File: config.mk
export PLATFORM = sky130hd
export DESIGN_NAME = sram_lane_ctrl
export DESIGN_NICKNAME = d
export VERILOG_FILES = /design/src/rtl/sram_lane_pkg.sv /design/src/rtl/sram_lane_seq.sv /design/src/rtl/sram_lane_dpath.sv /design/src/rtl/sram_lane_ctrl.sv
export SDC_FILE = /design/constraint.sdc
export NUM_CORES = 1
export LEC_CHECK = 0
export ABC_AREA = 1
export BUFFER_PORTS_ARGS = -buffer_cell sky130_fd_sc_hd__buf_4
export CAP_MARGIN = 20
export CORE_ASPECT_RATIO = 1.5
export CORE_MARGIN = 1.5
export CORE_UTILIZATION = 40
export DETAILED_ROUTE_END_ITERATION = 12
export PLACE_DENSITY = 0.69
export SETUP_SLACK_MARGIN = 0.5
export SLEW_MARGIN = 20
export SYNTH_ARGS = -nofsm -noshare
export SYNTH_HDL_FRONTEND = slang
export SYNTH_SLANG_ARGS = --single-unit
export TNS_END_PERCENT = 50
File: constraint.sdc
create_clock -name clk -period 2.2 [get_ports clk]
set_input_delay 0.11 -clock clk [delete_from_list [all_inputs] [get_ports clk]]
set_output_delay 0.11 -clock clk [all_outputs]
set_load 0.02 [all_outputs]
File: src/rtl/sram_lane_pkg.sv
package sram_lane_pkg;

  typedef enum logic [2:0] {
    ST_IDLE,
    ST_WSETUP,
    ST_WPULSE,
    ST_WHOLD,
    ST_RACC
  } seq_st_t;

  typedef struct packed {
    logic ce_n;
    logic we_n;
    logic oe_n;
    logic lanes_on;
    logic drive;
  } strobe_t;

  // Strobe levels for each sequencer state; registered by the sequencer.
  function automatic strobe_t strobe_of(seq_st_t s);
    strobe_t r;
    r = '{ce_n: 1'b1, we_n: 1'b1, oe_n: 1'b1, lanes_on: 1'b0, drive: 1'b0};
    case (s)
      ST_WSETUP: r = '{ce_n: 1'b0, we_n: 1'b1, oe_n: 1'b1, lanes_on: 1'b1, drive: 1'b0};
      ST_WPULSE: r = '{ce_n: 1'b0, we_n: 1'b0, oe_n: 1'b1, lanes_on: 1'b1, drive: 1'b1};
      ST_WHOLD:  r = '{ce_n: 1'b0, we_n: 1'b1, oe_n: 1'b1, lanes_on: 1'b1, drive: 1'b1};
      ST_RACC:   r = '{ce_n: 1'b0, we_n: 1'b1, oe_n: 1'b0, lanes_on: 1'b1, drive: 1'b0};
      default:   r = '{ce_n: 1'b1, we_n: 1'b1, oe_n: 1'b1, lanes_on: 1'b0, drive: 1'b0};
    endcase
    return r;
  endfunction

endpackage

File: src/rtl/sram_lane_seq.sv
module sram_lane_seq
  import sram_lane_pkg::*;
#(
  parameter int WP_CYC = 2,
  parameter int RD_CYC = 2
) (
  input  logic    clk,
  input  logic    rst_n,
  input  logic    req_valid,
  input  logic    req_write,
  output logic    req_ready,
  output logic    accept,
  output logic    capture,
  output strobe_t strb_d,
  output strobe_t strb_q
);

  localparam int MAXC = (WP_CYC > RD_CYC) ? WP_CYC : RD_CYC;
  localparam int CW   = $clog2(MAXC + 1);
  localparam logic [CW-1:0] WP_LAST = CW'(WP_CYC - 1);
  localparam logic [CW-1:0] RD_LAST = CW'(RD_CYC - 1);

  seq_st_t        state_q, state_d;
  logic [CW-1:0]  cnt_q, cnt_d;

  assign req_ready = (state_q == ST_IDLE);
  assign accept    = req_valid & req_ready;

  always_comb begin
    state_d = state_q;
    cnt_d   = cnt_q;
    capture = 1'b0;
    case (state_q)
      ST_IDLE: begin
        if (accept) begin
          state_d = req_write ? ST_WSETUP : ST_RACC;
          cnt_d   = req_write ? '0 : RD_LAST;
        end
      end
      ST_WSETUP: begin
        state_d = ST_WPULSE;
        cnt_d   = WP_LAST;
      end
      ST_WPULSE: begin
        if (cnt_q == '0) state_d = ST_WHOLD;
        else             cnt_d   = cnt_q - 1'b1;
      end
      ST_WHOLD: state_d = ST_IDLE;
      ST_RACC: begin
        if (cnt_q == '0) begin
          capture = 1'b1;
          state_d = ST_IDLE;
        end else begin
          cnt_d = cnt_q - 1'b1;
        end
      end
      default: state_d = ST_IDLE;
    endcase
  end

  assign strb_d = strobe_of(state_d);

  always_ff @(posedge clk or negedge rst_n) begin
    if (!rst_n) begin
      state_q <= ST_IDLE;
      cnt_q   <= '0;
      strb_q  <= strobe_of(ST_IDLE);
    end else begin
      state_q <= state_d;
      cnt_q   <= cnt_d;
      strb_q  <= strb_d;
    end
  end

endmodule

File: src/rtl/sram_lane_dpath.sv
module sram_lane_dpath #(
  parameter int ADDR_W = 16,
  parameter int DATA_W = 16,
  parameter int LANES  = 2
) (
  input  logic              clk,
  input  logic              rst_n,
  input  logic              accept,
  input  logic              capture,
  input  logic              lanes_on_d,
  input  logic [ADDR_W-1:0] req_addr,
  input  logic [DATA_W-1:0] req_wdata,
  input  logic [LANES-1:0]  req_mask,
  input  logic [DATA_W-1:0] sram_dq_in,
  output logic [ADDR_W-1:0] sram_addr,
  output logic [DATA_W-1:0] sram_dq_out,
  output logic [LANES-1:0]  sram_be_n,
  output logic              rd_valid,
  output logic [DATA_W-1:0] rd_data
);

  localparam int LANE_W = DATA_W / LANES;

  logic [ADDR_W-1:0] addr_q;
  logic [DATA_W-1:0] wdata_q, rdat_q, lane_keep;
  logic [LANES-1:0]  mask_q, mask_d, be_n_q, be_n_d;
  logic              rdv_q;

  assign mask_d = accept ? req_mask : mask_q;
  assign be_n_d = ~(lanes_on_d ? mask_d : '0);

  for (genvar g = 0; g < LANES; g++) begin : g_lane
    assign lane_keep[g*LANE_W +: LANE_W] = {LANE_W{mask_q[g]}};
  end

  always_ff @(posedge clk or negedge rst_n) begin
    if (!rst_n) begin
      addr_q  <= '0;
      wdata_q <= '0;
      mask_q  <= '0;
    end else if (accept) begin
      addr_q  <= req_addr;
      wdata_q <= req_wdata;
      mask_q  <= req_mask;
    end
  end

  always_ff @(posedge clk or negedge rst_n) begin
    if (!rst_n) begin
      be_n_q <= '1;
      rdv_q  <= 1'b0;
    end else begin
      be_n_q <= be_n_d;
      rdv_q  <= capture;
    end
  end

  always_ff @(posedge clk or negedge rst_n) begin
    if (!rst_n)       rdat_q <= '0;
    else if (capture) rdat_q <= sram_dq_in & lane_keep;
  end

  assign sram_addr   = addr_q;
  assign sram_dq_out = wdata_q;
  assign sram_be_n   = be_n_q;
  assign rd_valid    = rdv_q;
  assign rd_data     = rdat_q;

endmodule

File: src/rtl/sram_lane_ctrl.sv
module sram_lane_ctrl
  import sram_lane_pkg::*;
#(
  parameter int ADDR_W  = 16,
  parameter int DATA_W  = 16,
  parameter int LANES   = 2,
  parameter int ACC_CYC = 2,
  parameter int OE_CYC  = 1,
  parameter int WP_CYC  = 2
) (
  input  logic              clk,
  input  logic              rst_n,
  input  logic              req_valid,
  output logic              req_ready,
  input  logic              req_write,
  input  logic [ADDR_W-1:0] req_addr,
  input  logic [DATA_W-1:0] req_wdata,
  input  logic [LANES-1:0]  req_mask,
  output logic              rd_valid,
  output logic [DATA_W-1:0] rd_data,
  output logic              sram_ce_n,
  output logic              sram_we_n,
  output logic              sram_oe_n,
  output logic [LANES-1:0]  sram_be_n,
  output logic [ADDR_W-1:0] sram_addr,
  output logic [DATA_W-1:0] sram_dq_out,
  output logic              sram_dq_oe,
  input  logic [DATA_W-1:0] sram_dq_in
);

  localparam int RD_CYC = (ACC_CYC > OE_CYC) ? ACC_CYC : OE_CYC;

  logic    accept, capture;
  strobe_t strb_d, strb_q;

  sram_lane_seq #(.WP_CYC(WP_CYC), .RD_CYC(RD_CYC)) u_seq (
    .clk       (clk),
    .rst_n     (rst_n),
    .req_valid (req_valid),
    .req_write (req_write),
    .req_ready (req_ready),
    .accept    (accept),
    .capture   (capture),
    .strb_d    (strb_d),
    .strb_q    (strb_q)
  );

  sram_lane_dpath #(.ADDR_W(ADDR_W), .DATA_W(DATA_W), .LANES(LANES)) u_dpath (
    .clk         (clk),
    .rst_n       (rst_n),
    .accept      (accept),
    .capture     (capture),
    .lanes_on_d  (strb_d.lanes_on),
    .req_addr    (req_addr),
    .req_wdata   (req_wdata),
    .req_mask    (req_mask),
    .sram_dq_in  (sram_dq_in),
    .sram_addr   (sram_addr),
    .sram_dq_out (sram_dq_out),
    .sram_be_n   (sram_be_n),
    .rd_valid    (rd_valid),
    .rd_data     (rd_data)
  );

  assign sram_ce_n  = strb_q.ce_n;
  assign sram_we_n  = strb_q.we_n;
  assign sram_oe_n  = strb_q.oe_n;
  assign sram_dq_oe = strb_q.drive;

endmodule

==> results.json, run 1 <==
{
  "cts.path.max_buffers": 2,
  "postSynthAreaPerCell_sq_um": 8.99,
  "ant_nets": 0,
  "initial_utilization_pct": 41.2,
  "grt_pass1_wl_mm": 10.1,
  "synth.area.top_cells": "dfrtp_1, nand2_1, dfstp_2, buf_6, o21ai_0",
  "fmax_mhz": 668,
  "remaining_drc_errors": 0,
  "worstPathMaxFanout": 32,
  "r2r_cells": 6,
  "ir_drop_uv": 707,
  "die_h_um": 100,
  "antenna_found_initial": 0,
  "startpoint": "u_seq.state_q[1]",
  "cp_data_arrival_time_ps": 1780,
  "drt-pass1-iter-count": 4,
  "viasPerCell": 4.60,
  "globalplace.congestion": 0.858,
  "diodes": 0,
  "final_common_cell": "nand2_1",
  "synth_top_area_share_pct": 56.5,
  "io_pins": 110,
  "cts_tree": "built",
  "r2r_setup_slack_ps": 700,
  "cts.repair_timing.setup_buffer_count": 0,
  "grt_max_degree": 63,
  "finalCritPeriodShare_pct": 68.0,
  "worstHoldPathCells": 3,
  "syn_nets": 336,
  "htree_levels": 3,
  "fp.dieW_um": 67.9,
  "ys_ff_latch": 62,
  "core_area_sq_um": 6130,
  "cellPowerDensity_nw_per_um2": 1450,
  "drive_gt1_share_pct": 32.9,
  "drv_slew": 0,
  "ys_warn_count": 0,
  "cp.required_ps": 2480,
  "numCtsBuffers": 9,
  "r2r-start": "u_seq.state_q[1]",
  "r2r-end": "u_dpath.sram_addr[10]",
  "vias": 2329,
  "routedWlPerCell_um": 12.7,
  "rsz0062_at_grt": "no",
  "clk_pin_slew_ps": 70,
  "hold_viol_final": 0,
  "syn_area_sq_um": 2530,
  "grt_pass1_vias": 2288,
  "ys_types": 21,
  "yosysSeqAreaShare_pct": 61.7,
  "cts-root-buf": "clkbuf_8",
  "insertion_delay_ps": 340,
  "p_leak_nw": 2.13,
  "drv_cap": 0,
  "netlist_instances": 281,
  "power.share.sequential_pct": 34.8,
  "final_area_sq_um": 3930,
  "pwr-share-clk_pct": 19.2,
  "placementRows": 35,
  "yosys.area.top_type": "dfrtp_1",
  "fill_cells": 530,
  "grt_use_total_pct": 19.9,
  "post-route-util_pct": 64.2,
  "p_int_w": 0.00336,
  "sw_frac_of_total_pct": 41.1,
  "worstSetupStartpointType": "flop",
  "area_growth_syn_to_layout_pct": 55.7,
  "place_hpwl_mm": 4.30,
  "switchingPower_w": 0.00234,
  "setup_viol_count_final": 0,
  "combinationalPowerShare_pct": 46.0,
  "crit_path_end_kind": "flop",
  "crit_path_end": "u_dpath.sram_addr[10]",
  "fin_crit_ps": 1500,
  "critical_path_class": "reg -> reg",
  "place_area_sq_um": 3360,
  "clock-sinks": 62,
  "fin_nets": 482,
  "grt-ovfl-total": 0,
  "dr.first_iter.drc_count": 162,
  "worst_pin_slew_ps": 765,
  "finalWirelength_mm": 6.41,
  "status": "complete, no violations",
  "relSlewSlack_pct": 49.0,
  "die-area_sq_um": 6810,
  "numPortBuffers": 109,
  "layout_common_cells": "nand2_1, buf_4, dfrtp_1, dlygate4sd3_1, o21ai_0",
  "worst_hold_path_type": "in -> reg",
  "clock_skew_ps": 8.14,
  "post_cts_resized": 0,
  "power_w": 0.00571,
  "finalSetupTns_ps": 0
}
[cell families after synthesis]
kind of cell	synth area share (%)
AND/OR/NAND/NOR	29.0
flip-flops	61.7
buffers and inverters	5.50
AO/OA/AOI/OAI	3.37
adder cells (fa/ha/maj)	0.495
[power by group through the flow]
stage / sequential, W / combinational [W] / clock [W]
floorplan: 0.00247 / 0.00110 / 0
global placement: 0.00198 / 0.00253 / 0
detailed placement: 0.00199 / 0.00259 / 0
CTS: 0.00198 / 0.00265 / 0.00113
global route: 0.00205 / 0.00288 / 0.00118
finish: 0.00199 / 0.00262 / 0.00110
[flip-flops by register name, summed over array words and instances (netlist names)]
name and flops:
u_dpath.mask_q 2, u_dpath.rd_valid 1, u_dpath.sram_addr 16, u_dpath.rd_data 16, u_dpath.sram_dq_out 16, u_seq.cnt_q 2
u_dpath.sram_be_n 2, u_seq.state_q 3, u_seq.strb_q 4
[final cells by class]
type / count / area [sq um] / share of cell area [%]
clock buffer: 10 / 138 / 3.50
clock inverter: 6 / 85.1 / 2.16
inverter: 12 / 47.5 / 1.21
multi-input combinational: 196 / 830 / 21.1
sequential: 62 / 1560 / 39.6
tap: 74 / 92.6 / 2.35
timing repair buffer: 146 / 1180 / 30.1
[cell usage after synthesis]
cell      instances
nand3b_1          1
nand2_2           4
dfrtp_1          57
buf_2             1
ha_1              1
buf_1             2
o21ai_1           6
o21ai_0          11
nor2_8            1
inv_2             1
nand4_1           2
nand3_2           2
buf_6             5
buf_4             3
nor2_4            1
nand2_1         155
inv_1            10
dfstp_2           5
inv_4             1
nand3_1           7
nor2_1            5
[per-stage QoR]
stage / hold slack (ps) / instances / setup slack [ps]
floorplan: -186 / 281 / 946
global placement: 235 / 455 / 774
detailed placement: 243 / 455 / 712
CTS: 23.7 / 506 / 691
global route: 38.4 / 506 / 544
finish: 40.2 / 506 / 703
[worst min path at each step]
| stage | startpoint | to |
|---|---|---|
| global route | sram_dq_in[7] | u_dpath.rd_data[7] |
| detailed placement | rst_n | u_seq.strb_q[0] |
| floorplan | rst_n | u_dpath.mask_q[0] |
| finish | sram_dq_in[10] | u_dpath.rd_data[10] |
| CTS | sram_dq_in[11] | u_dpath.rd_data[11] |
| global placement | rst_n | u_seq.strb_q[0] |
[worst max-delay path, stage by stage, from the launching register on]
cell	delay, ps
dfrtp_1	460
nor2_4	200
nand2_2	120
nor2_8	140
buf_4	330
nand2_1	100
nand2_1	80
[what timing repair did]
| item | CTS | global route |
|---|---|---|
| hold endpoints to repair | 91 | 0 |
| hold buffers | 35 | 0 |
| endpoints found under the setup margin | 0 | 0 |
[layer usage]
metal	up-vias	GRT usage, %	wire, um	part of all wire, %
met5	-	0	0	0
met4	0	10.9	150	2.3
met3	15	5.27	366	5.7
met2	80	34.2	3440	54
met1	1077	21.5	2460	38
li1	1157	-	-	-
Power figures use the tool's default switching activity.
==> inputs of run 2 (changes only) <==
==> constraint.sdc (replaced) <==
create_clock -name clk -period 1.4 [get_ports clk]
set_input_delay 0.07 -clock clk [delete_from_list [all_inputs] [get_ports clk]]
set_output_delay 0.07 -clock clk [all_outputs]
set_load 0.02 [all_outputs]
==> results.json, run 2 (synthesis results as in run 1) <==
{
  "drv_slew": 0,
  "die-area_sq_um": 6810,
  "diodes": 0,
  "fp.dieW_um": 67.9,
  "finalWirelength_mm": 7.26,
  "io_pins": 110,
  "critical_path_class": "reg -> reg",
  "worstSetupStartpointType": "flop",
  "finalCritPeriodShare_pct": 92.4,
  "ir_drop_uv": 1270,
  "cts_tree": "built",
  "fin_crit_ps": 1290,
  "die_h_um": 100,
  "final_common_cell": "buf_4",
  "antenna_found_initial": 0,
  "routedWlPerCell_um": 13.7,
  "p_leak_nw": 2.39,
  "fmax_mhz": 773,
  "worst_hold_path_type": "in -> reg",
  "violations": "hold timing",
  "insertion_delay_ps": 340,
  "vias": 2489,
  "cts.path.max_buffers": 2,
  "crit_path_end_kind": "flop",
  "area_growth_syn_to_layout_pct": 77.9,
  "clock-sinks": 62,
  "status": "complete, but fails checks",
  "cp.required_ps": 1670,
  "dr.first_iter.drc_count": 186,
  "worst_pin_slew_ps": 363,
  "viasPerCell": 4.71,
  "clk_pin_slew_ps": 60,
  "relSlewSlack_pct": 75.8,
  "clock_skew_ps": 8.16,
  "layout_common_cells": "buf_4, nand2_1, dfrtp_1, dlygate4sd3_1, nand2_2",
  "remaining_drc_errors": 0,
  "cp_data_arrival_time_ps": 1570,
  "r2r_setup_slack_ps": 110,
  "htree_levels": 3,
  "cellPowerDensity_nw_per_um2": 2270,
  "drt-pass1-iter-count": 4,
  "grt_use_total_pct": 21.8,
  "numPortBuffers": 109,
  "grt_pass1_vias": 2446,
  "finalSetupTns_ps": 0,
  "place_area_sq_um": 3420,
  "grt_max_degree": 37,
  "grt_pass1_wl_mm": 11.0,
  "drv_cap": 0,
  "globalplace.congestion": 0.981,
  "placementRows": 35,
  "hold_viol_final": 1,
  "place_hpwl_mm": 4.40,
  "fin_nets": 506,
  "final_area_sq_um": 4490,
  "rsz0062_at_grt": "yes",
  "core_area_sq_um": 6130,
  "cts-root-buf": "clkbuf_8",
  "worstPathMaxFanout": 6,
  "numCtsBuffers": 9,
  "grt-ovfl-total": 0,
  "ant_nets": 0,
  "drive_gt1_share_pct": 47.7,
  "fin_hold_ws_ps": -4.46,
  "setup_viol_count_final": 0,
  "initial_utilization_pct": 41.2
}
==> run 2: worst max-delay path: stages, from the launching register on <==
cell and delay (ps):
dfrtp_1 430, inv_2 150, nand2_4 100, nor2_8 120
buf_12 140, nand2_4 50, nand2_4 70, inv_4 50
nand2_4 70, nand2_2 40
==> run 2: power breakdown <==
part	internal, W	leakage [nW]	total, W	switching (W)
Sequential	0.00262	0.770	0.00318	0.000555
Combinational	0.00233	1.50	0.00530	0.00296
Clock	0.00108	0.115	0.00174	0.000656
==> run 2: final cells by class <==
cell class / instances / area (sq um)
clock buffer: 11 / 151
clock inverter: 4 / 70.1
fill: 430 / 1640
inverter: 12 / 62.6
multi-input combinational: 196 / 1040
sequential: 62 / 1560
tap: 74 / 92.6
timing repair buffer: 170 / 1510
==> run 2: metal layers <==
metal,wire length (um),global-route usage [%],vias to the layer above
met3,392,4.60,12
met1,2700,24.0,1167
met5,0,0,-
met4,154,11.8,0
met2,4020,38.1,98
li1,-,-,1212
==> run 2: repair_timing <==
action / 4_1_cts / 5_1_grt
endpoints found under the hold margin: 104 / 0
resized for setup: 30 / 60
cloned: 2 / 1
pin swaps: 13 / 20
hold buffers: 44 / 0
setup buffers: 7 / 3
setup endpoints to repair: 118 / 118
==> run 2: path summary, 6_finish.rpt <==
kind                                       startpoint               endpoint  cells after the start
max in group asynchronous                       rst_n   u_dpath.sram_be_n[1]                      3
worst max register to register       u_seq.state_q[0]   u_dpath.sram_be_n[0]                      9
worst max-delay path                 u_seq.state_q[0]   u_dpath.sram_be_n[0]                      9
worst min register to register  u_dpath.sram_addr[14]  u_dpath.sram_addr[14]                      2
min in group asynchronous                       rst_n     u_dpath.rd_data[0]                      2
worst min-delay path                    sram_dq_in[2]     u_dpath.rd_data[2]                      3
==> run 2: through the flow <==
step / hold slack (ps) / std cells / power, W / worst slack, ps / utilization [%]
5_1_grt: 8.41 / 529 / 0.0109 / 47.2 / 73.3
3_5_place_dp: 7.39 / 457 / 0.00730 / 32.2 / 55.8
4_1_cts: 1.22 / 525 / 0.00970 / 124 / 69.8
6_report: -4.46 / 529 / 0.0102 / 107 / 73.3
2_1_floorplan: -226 / 281 / 0.00562 / 170 / -
3_3_place_gp: 0.863 / 457 / 0.00719 / 81.4 / 55.8
==> inputs of run 3 (changes only) <==
--- a/config.mk
+++ b/config.mk
@@ -11,6 +11,7 @@
 export CORE_ASPECT_RATIO = 1.5
 export CORE_MARGIN = 1.5
 export CORE_UTILIZATION = 40
+export CTS_BUF_LIST = sky130_fd_sc_hd__clkbuf_16
 export DETAILED_ROUTE_END_ITERATION = 12
 export PLACE_DENSITY = 0.69
 export SETUP_SLACK_MARGIN = 0.5
==> results.json, run 3 (synthesis results as in run 1) <==
{
  "fmax_mhz": 766,
  "cp.required_ps": 1660,
  "cts_tree": "built",
  "drv_cap": 0,
  "area_growth_syn_to_layout_pct": 73.1,
  "grt_pass1_vias": 2277,
  "place_hpwl_mm": 4.40,
  "r2r_cells": 7,
  "cts-root-buf": "clkbuf_16",
  "cellPowerDensity_nw_per_um2": 2410,
  "clock-sinks": 62,
  "r2r-end": "u_dpath.sram_addr[0]",
  "grt_max_degree": 37,
  "worst_hold_path_type": "in -> reg",
  "r2r-start": "u_seq.state_q[2]",
  "fin_hold_ws_ps": 12.6,
  "drv_slew": 0,
  "viasPerCell": 4.74,
  "die_h_um": 100,
  "finalCritPeriodShare_pct": 93.3,
  "drt-pass1-iter-count": 5,
  "layout_common_cells": "nand2_1, buf_4, dfrtp_1, dlygate4sd3_1, nand2_2",
  "worstPathMaxFanout": 7,
  "grt_use_met1_pct": 23.7,
  "instances_no_fill": 522,
  "die-area_sq_um": 6810,
  "cp_data_arrival_time_ps": 1570,
  "grt_use_total_pct": 20.6,
  "fin_crit_ps": 1310,
  "power_w": 0.0105,
  "met3_usage_pct": 4.60,
  "finalWirelength_mm": 7.40,
  "r2r_setup_slack_ps": 90,
  "antenna_found_initial": 0,
  "drive_gt1_share_pct": 42.9,
  "fin_ws_ps": 93.9,
  "ir_drop_uv": 1500,
  "vias": 2472,
  "placementRows": 35,
  "critical_path_class": "reg -> reg",
  "globalplace.congestion": 0.981,
  "worst_pin_slew_ps": 356,
  "worstHoldPathCells": 3,
  "place_ws_ps": 32.2,
  "core_area_sq_um": 6130,
  "top_usage_layer": "met2",
  "worstHoldStart": "sram_dq_in[7]",
  "met2_usage_pct": 35.1,
  "setup_viol_count_final": 0,
  "p_leak_nw": 2.32,
  "rsz0062_at_grt": "yes",
  "initial_utilization_pct": 41.2,
  "worstSetupStartpointType": "flop",
  "placed_cells": 457,
  "ant_nets": 0,
  "fin_nets": 499,
  "fp.dieW_um": 67.9,
  "diodes": 0,
  "crit_path_end_kind": "flop",
  "grt_pass1_wl_mm": 10.4,
  "relSlewSlack_pct": 76.2,
  "routedWlPerCell_um": 14.2,
  "remaining_drc_errors": 0,
  "finalSetupTns_ps": 0,
  "fill_cells": 460,
  "grt-ovfl-total": 0,
  "clk_pin_slew_ps": 50,
  "htree_levels": 3,
  "worstHoldEndpoint": "u_dpath.rd_data[7]",
  "cts.path.max_buffers": 2,
  "dr.first_iter.drc_count": 138,
  "io_pins": 110,
  "hold_viol_final": 0,
  "clock_skew_ps": 5.69,
  "insertion_delay_ps": 320,
  "final_common_cell": "nand2_1",
  "numCtsBuffers": 9,
  "numPortBuffers": 109,
  "status": "complete, no violations"
}
==> run 3: cell types whose count changed in the layout (fill, tap and decap cells not counted), moves of 9 or more <==
cell	delta
clkbuf_16	+10
clkbuf_8	-11
dlygate4sd3_1	-9
nand2_1	+26
nand2_2	-16
nand2_4	-10
==> run 3: where the power goes <==
| group | switching (W) | total (W) | internal [W] | leakage (nW) |
|---|---|---|---|---|
| combinational | 0.00288 | 0.00511 | 0.00222 | 1.40 |
| clock | 0.000732 | 0.00226 | 0.00153 | 0.150 |
| sequential | 0.000555 | 0.00318 | 0.00263 | 0.769 |
==> run 3: final cells by class <==
type	instances	area, sq um	area share, %
multi-input cells	196	932	21.3
well taps	74	92.6	2.12
repair inverters	1	8.76	0.200
inverters	12	62.6	1.43
flip-flops and latches	62	1560	35.7
clock inverters	6	77.6	1.77
clock buffers	9	225	5.15
repair buffers	162	1410	32.3
==> run 3: worst max-delay path, stage by stage (launching register included) <==
cell       delay (ps)
dfrtp_2           450
nor2_4            150
nand2_4            90
nor2_8            120
buf_8             160
clkbuf_16         170
nand2_2            50
nand2_1            60
==> run 3: through the flow <==
stage	utilization, %	area [sq um]
CTS	68.0	4170
global route	71.3	4370
floorplan	-	2530
global placement	55.8	3420
finish	71.3	4370
detailed placement	55.8	3420
==> run 3: worst max-delay path by stage <==
| stage | from | to | slack, ps |
|---|---|---|---|
| after global placement | u_seq.state_q[2] | u_dpath.mask_q[1] | 80 |
| after CTS | u_seq.state_q[1] | u_dpath.sram_be_n[1] | 140 |
| final | u_seq.state_q[2] | u_dpath.sram_addr[0] | 90 |
| after global routing | u_seq.state_q[2] | u_dpath.sram_addr[0] | 40 |
| after detailed placement | u_seq.state_q[2] | u_dpath.mask_q[1] | 30 |
| after floorplan | u_seq.state_q[2] | u_dpath.sram_addr[0] | 170 |
==> run 3: metal layers <==
layer,wire length (um),up-vias
met5,0,-
met4,208,0
met3,381,19
met2,3960,90
met1,2860,1168
li1,-,1195
==> run 3: timing repair <==
action	4_1_cts	5_1_grt
gates resized for setup	17	34
gates cloned	0	4
setup endpoints to repair	118	118
pin swaps	3	23
hold endpoints to repair	61	0
hold buffers	35	0
setup buffers	7	4
